**src/rtl/padd_pkg.sv**
```systemverilog
package padd_pkg;

  typedef enum logic [1:0] {
    SPLIT_NONE = 2'd0,
    SPLIT_HALF = 2'd1,
    SPLIT_FINE = 2'd2
  } split_e;

endpackage

```
**src/rtl/padd_break_decode.sv**
```systemverilog
module padd_break_decode
  import padd_pkg::*;
#(
  parameter int WIDTH = 16,
  parameter int SEG_W = 4,
  localparam int NSEG = WIDTH / SEG_W,
  localparam int NPTS = NSEG - 1
) (
  input  logic            fine_en,
  input  logic            half_en,
  output logic [NPTS-1:0] brk
);

  split_e mode;

  // fine mode dominates the half split
  always_comb begin
    if (fine_en)      mode = SPLIT_FINE;
    else if (half_en) mode = SPLIT_HALF;
    else              mode = SPLIT_NONE;
  end

  for (genvar k = 0; k < NPTS; k++) begin : g_pt
    localparam int POS = (k + 1) * SEG_W;
    localparam bit MID = (POS == WIDTH / 2);
    assign brk[k] = (mode == SPLIT_FINE) || ((mode == SPLIT_HALF) && MID);
  end

endmodule

```
**src/rtl/padd_gap_adder.sv**
```systemverilog
module padd_gap_adder #(
  parameter int WIDTH = 16,
  parameter int SEG_W = 4,
  localparam int NSEG = WIDTH / SEG_W,
  localparam int NPTS = NSEG - 1,
  localparam int EW   = WIDTH + NPTS,
  localparam int STEP = SEG_W + 1
) (
  input  logic [WIDTH-1:0] a,
  input  logic [WIDTH-1:0] b,
  input  logic [NPTS-1:0]  brk,
  output logic [WIDTH-1:0] sum,
  output logic [NPTS-1:0]  gap_bits
);

  logic [EW-1:0] xa;
  logic [EW-1:0] xb;
  logic [EW-1:0] xs;

  for (genvar s = 0; s < NSEG; s++) begin : g_seg
    assign xa[s*STEP +: SEG_W]  = a[s*SEG_W +: SEG_W];
    assign xb[s*STEP +: SEG_W]  = b[s*SEG_W +: SEG_W];
    assign sum[s*SEG_W +: SEG_W] = xs[s*STEP +: SEG_W];
    if (s < NPTS) begin : g_gap
      // 0+0 absorbs the carry; 1+0 passes it on unchanged
      assign xa[s*STEP + SEG_W] = ~brk[s];
      assign xb[s*STEP + SEG_W] = 1'b0;
      assign gap_bits[s]        = xs[s*STEP + SEG_W];
    end
  end

  assign xs = xa + xb;

endmodule

```
**src/rtl/padd_split_adder.sv**
```systemverilog
module padd_split_adder #(
  parameter int WIDTH = 16,
  parameter int SEG_W = 4,
  localparam int NSEG = WIDTH / SEG_W,
  localparam int NPTS = NSEG - 1,
  localparam int HALF = WIDTH / 2
) (
  input  logic             clk,
  input  logic             rst,
  input  logic [WIDTH-1:0] op_a,
  input  logic [WIDTH-1:0] op_b,
  input  logic             fine_en,
  input  logic             half_en,
  output logic [WIDTH-1:0] sum_q
);

  logic [NPTS-1:0]  brk;
  logic [NPTS-1:0]  gap_bits;
  logic [WIDTH-1:0] sum_c;

  padd_break_decode #(.WIDTH(WIDTH), .SEG_W(SEG_W)) u_dec (
    .fine_en (fine_en),
    .half_en (half_en),
    .brk     (brk)
  );

  padd_gap_adder #(.WIDTH(WIDTH), .SEG_W(SEG_W)) u_add (
    .a        (op_a),
    .b        (op_b),
    .brk      (brk),
    .sum      (sum_c),
    .gap_bits (gap_bits)
  );

  always_ff @(posedge clk) begin
    if (rst) sum_q <= '0;
    else     sum_q <= sum_c;
  end

  // reset clears the output register
  a_r1_reset_clear: assert property (@(posedge clk) rst |=> (sum_q == '0));

  // unsplit word is a plain modulo sum
  a_r3_full_sum: assert property (@(posedge clk) disable iff (rst)
    (!fine_en && !half_en) |=> (sum_q == WIDTH'($past(op_a) + $past(op_b))));

  // half split keeps the upper half independent
  a_r4_upper_half: assert property (@(posedge clk) disable iff (rst)
    (half_en && !fine_en) |=>
      (sum_q[WIDTH-1:HALF] == HALF'($past(op_a[WIDTH-1:HALF]) + $past(op_b[WIDTH-1:HALF]))));

  // half split enables at most one cut
  a_r4_single_break: assert property (@(posedge clk) disable iff (rst)
    !fine_en |-> ($countones(brk) <= 1));

  // lowest slice never depends on mode
  a_r8_low_slice: assert property (@(posedge clk) disable iff (rst)
    1'b1 |=> (sum_q[SEG_W-1:0] == SEG_W'($past(op_a[SEG_W-1:0]) + $past(op_b[SEG_W-1:0]))));

  for (genvar k = 0; k < NSEG; k++) begin : g_chk
    // each fine slice is its own modulo sum
    a_r5_fine_lane: assert property (@(posedge clk) disable iff (rst)
      fine_en |=> (sum_q[k*SEG_W +: SEG_W] ==
                   SEG_W'($past(op_a[k*SEG_W +: SEG_W]) + $past(op_b[k*SEG_W +: SEG_W]))));
    if (k < NPTS) begin : g_gap
      // in fine mode the trapped gap bit is the lane's own carry out
      a_r7_carry_trapped: assert property (@(posedge clk) disable iff (rst)
        fine_en |-> (gap_bits[k] ==
          ((({1'b0, op_a[k*SEG_W +: SEG_W]} + {1'b0, op_b[k*SEG_W +: SEG_W]}) >> SEG_W) != 0)));
    end
  end

endmodule

```
**config.mk**
```make
export PLATFORM = sky130hd
export DESIGN_NAME = padd_split_adder
export DESIGN_NICKNAME = d
export VERILOG_FILES = /design/src/rtl/padd_pkg.sv /design/src/rtl/padd_break_decode.sv /design/src/rtl/padd_gap_adder.sv /design/src/rtl/padd_split_adder.sv
export SDC_FILE = /design/constraint.sdc
export NUM_CORES = 1
export LEC_CHECK = 0
export ABC_AREA = 1
export BUFFER_PORTS_ARGS = -buffer_cell sky130_fd_sc_hd__buf_4
export CAP_MARGIN = 15
export CORE_ASPECT_RATIO = 1.75
export CORE_UTILIZATION = 40
export CTS_CLUSTER_SIZE = 25
export DETAILED_ROUTE_END_ITERATION = 8
export PLACE_DENSITY = 0.73
export SLEW_MARGIN = 25
export SYNTH_ARGS = -nofsm -noshare
export SYNTH_HDL_FRONTEND = slang
export SYNTH_SLANG_ARGS = --single-unit
export TNS_END_PERCENT = 1
```
**constraint.sdc**
```tcl
create_clock -name clk -period 2.37 [get_ports clk]
set_clock_uncertainty 0.2 [all_clocks]
set_input_delay 0.5925 -clock clk [delete_from_list [all_inputs] [get_ports clk]]
set_output_delay 0.5925 -clock clk [all_outputs]
set_load 0.05 [all_outputs]
```
## Yosys cells after proc, flatten, opt, wreduce, memory -nomap -nowiden

Index checks and enable logic that the tools add are counted.

- Bits in registers: 16
- Bits in latches: 0
- Bits in writable memories: 0
- Memory bits (read-only): 0
- Input bits: 36
- Output and inout bits: 16
- Word-level logic and storage cells: 9
- Memories: 0

- Add/subtract/negate cells: 1
- Multiply operators: 0
- Div/mod/pow operators: 0
- Order comparisons: 0
- Eq/ne operators: 2
- Shifts and indexed selects: 0
- Muxes and demuxes: 2
- Bitwise logic cells: 2
- Reductions and logical operators: 1

Operators with widths:

| kind | number |
|---|---|
| 19-bit adder | 1 |
| 2-bit by 1-bit == test with 1-bit output (second input constant) | 1 |
| 2-bit == test (second input constant) | 1 |
| 2-bit two-way mux | 1 |
| 1-bit inverter | 2 |
| 1-bit logical OR | 1 |
| 1-bit two-way mux | 1 |

## Longest topological paths before layout

Gate-level depths: netlist of run 1.

- Word-level depth: 6
- Mapped depth: 12
- Gate-level depth less buffers: 12

## Cells and area by module

From an unflattened synthesis of run 1, not the netlist that was laid out.

- Cells, all modules: 243
- Area total of the unflattened synthesis: 1,493.9 um^2

Modules (own cells, without submodules):

| module | instances | cells an instance | area an instance (um^2) | sequential area each (um^2) |
|---|---|---|---|---|
| padd_gap_adder | 1 | 188 | 997.2 | 0.0 |
| padd_split_adder | 1 | 50 | 474.2 | 320.3 |
| padd_break_decode | 1 | 5 | 22.5 | 0.0 |

## Worst setup path after synthesis of run 1

No wires, ideal clock.

- Path kind: input to register
- Start point: in op_a[0]
- End point: reg sum_q[13]
- Arrival: 1.825 ns
- Path slack: 0.230 ns
- Cell stages on the path: 11
- Cells stage by stage: ha_1 > inv_1 > fa_1 > inv_1 > nand3_1 > nand3_1 > nand3_1 > nand2_1 > nand2_1 > a21oi_1 > nor2_1

- Word-level cells in the longest chain between the ends: 1

Ends and longest elaborated chain:

| element | RTL line | RTL |
|---|---|---|
| start: declaration | padd_split_adder.sv:10 | `input logic [WIDTH-1:0] op_a,` |
| 19-bit adder | padd_gap_adder.sv:32 | `assign xs = xa + xb;` |
| end signal: assignment | padd_split_adder.sv:37 | `else sum_q <= sum_c;` |
| end: declaration | padd_split_adder.sv:14 | `output logic [WIDTH-1:0] sum_q` |

No other way between the ends.
A chain may end at the register's enable or synchronous reset.

## Worst setup path after layout of run 1

Same ends and word-level chain as after synthesis.

==> results of run 1 <==
## routing by layer
| layer | vias to the layer above | global-route usage | wire length [µm] |
|---|---|---|---|
| met5 | - | 0 | 0 |
| met4 | 0 | 0.143 | 176 |
| met3 | 17 | 0.0200 | 125 |
| met2 | 59 | 0.425 | 2070 |
| met1 | 710 | 0.180 | 1250 |
| li1 | 842 | - | - |
## through the flow
step,worst slack [ns],util,power [mW],cells,area (µm²)
finish,0.337,0.564,0.982,332,1920
global route,0.172,0.564,1.05,332,1920
CTS,0.329,0.564,0.988,332,1920
detailed placement,0.0741,0.548,0.743,328,1860
global placement,0.111,0.548,0.737,328,1860
floorplan,0.230,-,0.600,231,1420
## placed cells by master, fill, tap and decap left out
cell / count
o21ai_0: 6
nor3_1: 1
and2_1: 1
xor2_1: 1
nand3_1: 15
a21oi_1: 17
inv_1: 39
ha_1: 15
nand2_1: 60
o21bai_1: 4
nor2_2: 3
o21ai_2: 1
nand2_2: 1
xnor2_1: 1
inv_2: 3
nand4_1: 5
fa_1: 1
o21a_1: 1
nor2_8: 1
dfxtp_1: 16
nor2_1: 35
clkbuf_8: 4
buf_4: 54
o21bai_2: 1
a31oi_1: 1
## worst max path at each step
stage                 start        end  cells after the start
floorplan           op_a[0]  sum_q[13]                     11
global placement    op_a[0]  sum_q[13]                     12
detailed placement  op_b[0]  sum_q[13]                     12
CTS                 op_a[0]  sum_q[13]                     12
global route        op_b[0]  sum_q[10]                     12
finish              op_a[0]  sum_q[13]                     12
## cell type report
class                           instances  area share
Multi-Input combinational cell        171       0.481
Timing Repair Buffer                   54       0.211
Sequential cell                        16       0.167
Inverter                               42      0.0822
Tap cell                               45      0.0294
Clock buffer                            4      0.0287
## cells by family (layout without fill, tap and decap cells)
group	Yosys count	in the layout	synth area share
AO/OA/AOI/OAI	31	31	0.126
adder cells (fa/ha/maj)	16	16	0.147
AND/OR/NAND/NOR	122	122	0.366
XOR/XNOR	2	2	0.0124
flip-flops	16	16	0.226
buffers and inverters	44	100	0.123
## power groups by stage
stage	combinational, mW	sequential (mW)	clock (mW)
2_1_floorplan	0.184	0.416	0
3_3_place_gp	0.424	0.313	0
3_5_place_dp	0.429	0.314	0
6_report	0.429	0.307	0.245
5_1_grt	0.472	0.310	0.264
4_1_cts	0.431	0.308	0.249
## critical path, stage by stage
cell	delay (ns)
buf_4	0.08
ha_1	0.16
inv_1	0.07
fa_1	0.38
inv_1	0.11
nand3_1	0.08
nand3_1	0.07
nand3_1	0.06
nand2_1	0.11
nand2_1	0.08
a21oi_1	0.14
nor2_1	0.05
==> key figures, run 1 <==
Status
  – Status: finished clean

Route
  – Vias per inst: 4.90
  – WL per Instance: 10.9 µm
  – # DRC: 0
  – Antenna violation net count after detailed routing: 0
  – Drt pass-1 iters: 4
  – Final WL: 3.63 mm
  – DRT iter0 DRCs: 47
  – Via count: 1628

Layout
  – Area of the multi-input gates: 923 µm²
  – Nets@finish: 340
  – FF/Latch Area: 320 µm²
  – Layout cells sized above 1: 0.237
  – Synth-to-Final Area Change: 35.3%
  – FILL cells: 354
  – Largest register FFs: 16
  – Largest Register: sum_q
  – N_diodes: 0
  – Biggest regs: sum_q (16)

Pwr
  – Logic pwr share: 0.437
  – Sw frac: 0.384
  – Sequential share of power: 0.313
  – Power Density: 512 nW/µm²
  – Peak supply drop: 0.000276 V
  – Int Pwr: 0.605 mW
  – Pleak: 1.09 nW
  – Clock power frac: 0.250
  – Psw: 0.377 mW

GRT
  – GRT Util Overall: 0.215
  – Vias in the first global route: 1543
  – GRT overflow: 0
  – First-pass GRT wire length: 5.89 mm
  – Largest net degree at the start of global routing: 14
  – Initial antenna violation count: 0

Logic synthesis
  – Synth unique cells: 25
  – Register area share after synthesis: 0.226
  – Synth cell count leaders: nand2_1 (60), inv_1 (39), nor2_1 (35)
  – Syn avg cell area: 6.14 µm²
  – Top-count cell post-synth: nand2_1
  – Synth warn: 0
  – Synth Cell Area: 1420 µm²
  – Yosys top cell area share: 0.226
  – Leading register cell type out of synthesis: dfxtp_1
  – Area leader, netlist: dfxtp_1
  – Syn Nets: 283
  – Mapped Cells: 231
  – Post-synth EDFFs: 0
  – Top cells by area, synth: dfxtp_1 (23%), nand2_1 (16%), ha_1 (13%)
  – Synthesized flop and latch total: 16
  – Synth async-reset ratio: 0

Critical path
  – CP Class: primary input to flop
  – Critical Path AT: 1.98 ns
  – Worst endpoint required time: 2.32 ns
  – Crit end category: flop
  – Worst Setup Start Kind: primary input
  – Worst Path Max Fanout: 4

STA
  – Setup TNS Final: 0 ns
  – Final period utilization: 0.858
  – Fmax: 492 MHz
  – Endpoints failing setup: 0
  – Hold Slack: 0.317 ns
  – Final worst path period need: 2.03 ns
  – Worst-margin pin slew: 0.413 ns
  – Slew margin rel.: 0.725
  – Slew Limit Fails: 0
  – Final hold violations: 0
  – RSZ-0062 raised after global routing: false

Floorplan
  – Full die area: 3800 µm²
  – Rows: 28
  – Core Area: 3400 µm²
  – Die width: 47 µm
  – IO Count: 52
  – Die Y: 80.8 µm
  – Initial Util: 0.417

Clocking
  – CTS tree: done
  – TritonCTS Sinks: 16
  – Clock buffer count from CTS: 3
  – Htree depth: 1
  – Setup Fix Bufs, Post-CTS: 0
  – Hold_buf cts: 0
  – Clk root buf: clkbuf_8
  – Clock-pin slew on the worst setup and hold paths: 0.07 ns
  – Post-CTS sizing: 0
  – Clk buf depth: 2

Hold path
  – Hold path depth: 2
  – Worst Min Path Start: rst
  – Hold path endpoint: sum_q[1]
  – HP Class: primary input to flop

Place
  – I/O Buffers: 51
  – DP HPWL: 3.07 mm
  – Gpl congestion: 0.926

Flow run
  – Max cap viols: 0
Note: power is estimated with default switching activity, not from simulation.
==> run 2: changes to the inputs <==
--- a/config.mk
+++ b/config.mk
@@ -13,7 +13,7 @@
 export CTS_CLUSTER_SIZE = 25
 export DETAILED_ROUTE_END_ITERATION = 8
 export PLACE_DENSITY = 0.73
-export SLEW_MARGIN = 25
+export RECOVER_POWER = 100
 export SYNTH_ARGS = -nofsm -noshare
 export SYNTH_HDL_FRONTEND = slang
 export SYNTH_SLANG_ARGS = --single-unit
==> key figures, run 2 (synthesis gave the netlist of run 1 again) <==
Clocking
  – Clk buf depth: 2
  – Clk root buf: clkbuf_8
  – Hold_buf cts: 0
  – TritonCTS Sinks: 16
  – Setup Fix Bufs, Post-CTS: 0
  – Clock-pin slew on the worst setup and hold paths: 0.07 ns
  – CTS tree: done
  – Htree depth: 1
  – Clock buffer count from CTS: 3
  – Post-CTS sizing: 0

Pwr
  – Peak supply drop: 0.000277 V
  – Design Power: 0.953 mW
  – Pleak: 1.03 nW
  – Power Density: 516 nW/µm²

Hold path
  – Hold path depth: 2
  – HP Class: primary input to flop
  – Hold path endpoint: sum_q[1]
  – Worst Min Path Start: rst

GRT
  – Vias in the first global route: 1543
  – GRT overflow: 0
  – Initial antenna violation count: 0
  – GRT Util Overall: 0.215
  – Largest net degree at the start of global routing: 14
  – First-pass GRT wire length: 5.89 mm

Floorplan
  – Full die area: 3800 µm²
  – Initial Util: 0.417
  – IO Count: 52
  – Rows: 28
  – Die Y: 80.8 µm
  – Die width: 47 µm
  – Core Area: 3400 µm²

Status
  – Status: finished clean

STA
  – Final hold violations: 0
  – Final period utilization: 0.864
  – Worst-margin pin slew: 0.609 ns
  – RSZ-0062 raised after global routing: false
  – Hold Slack: 0.317 ns
  – Slew margin rel.: 0.595
  – Final worst path period need: 2.05 ns
  – Setup TNS Final: 0 ns
  – Fmax: 489 MHz
  – Final setup margin: 0.323 ns
  – Endpoints failing setup: 0
  – Slew Limit Fails: 0

Layout
  – Final core utilization: 0.544
  – Largest Register: sum_q
  – Commonest cells after routing, fill and taps aside: nand2_1 (60), inv_1 (39), nor2_1 (37), buf_4 (33)
  – FILL cells: 376
  – Most common cell after layout, fill and taps aside: nand2_1
  – Synth-to-Final Area Change: 30.4%
  – Final cell count without fillers: 332
  – Biggest regs: sum_q (16)
  – Largest register FFs: 16
  – Nets@finish: 340
  – N_diodes: 0
  – Finished Cell Area: 1850 µm²
  – Layout cells sized above 1: 0.171

Route
  – Vias per inst: 4.89
  – Final WL: 3.63 mm
  – DRT iter0 DRCs: 59
  – # DRC: 0
  – WL per Instance: 10.9 µm
  – Via count: 1622
  – Antenna violation net count after detailed routing: 0
  – Drt pass-1 iters: 4

Critical path
  – Slowest cell on the critical path: fa_1
  – Worst stage delay on the critical path: 0.37 ns
  – Buf/Inv on CP: 3
  – Crit-path cells: clkbuf_4 -> ha_1 -> inv_1 -> fa_1 -> inv_1 -> nand3_1 -> nand3_1 -> nand3_1 -> nand2_1 -> nand2_1 -> a21oi_1 -> nor2_1
  – Worst path top cell family by delay: adder cells
  – Worst Path Max Fanout: 4
  – Worst endpoint required time: 2.32 ns
  – CP Class: primary input to flop
  – Critical Path AT: 2.00 ns
  – Most used cell, CP: nand3_1
  – Crit end category: flop
  – Worst Setup Start Kind: primary input

Flow run
  – Max cap viols: 0

Place
  – Placed Cells: 328
  – Place WS: 0.0741 ns
  – Gpl congestion: 0.926
  – Post-DP Area: 1860 µm²
  – DP HPWL: 3.07 mm
  – I/O Buffers: 51
run 2: cell types whose count changed in the layout (fill, tap and decap cells not counted), sizes merged:
cell and delta:
buf -21, clkbuf +21
run 2: final cells by class:
type                       instances  area, µm²  share of cell area
clock buffer                       4       55.1              0.0298
inverter                          42        158              0.0853
multi-input combinational        171        918               0.497
sequential                        16        320               0.173
tap                               45       56.3              0.0304
timing repair buffer              54        342               0.185
run 2: report_power, final:
group	internal, mW	leakage, nW	switching, mW
Sequential	0.298	0.134	0.00775
Combinational	0.132	0.865	0.270
Clock	0.147	0.0288	0.0983
run 2: how the worst max path moves through the flow:
stage               startpoint   endpoint  slack, ns  cells past startpoint
finish                 op_a[0]  sum_q[13]       0.32                     12
global route           op_a[2]  sum_q[12]       0.17                      9
CTS                    op_a[0]  sum_q[13]       0.33                     12
detailed placement     op_b[0]  sum_q[13]       0.07                     12
global placement       op_a[0]  sum_q[13]       0.11                     12
floorplan              op_a[0]  sum_q[13]       0.23                     11
run 2: routing by layer:
layer,wire (µm),up-vias,share of wire,track usage
met3,117,17,0.032,0.0200
li1,-,842,-,-
met5,0,-,0,0
met1,1270,710,0.35,0.180
met4,176,0,0.048,0.143
met2,2070,53,0.57,0.425
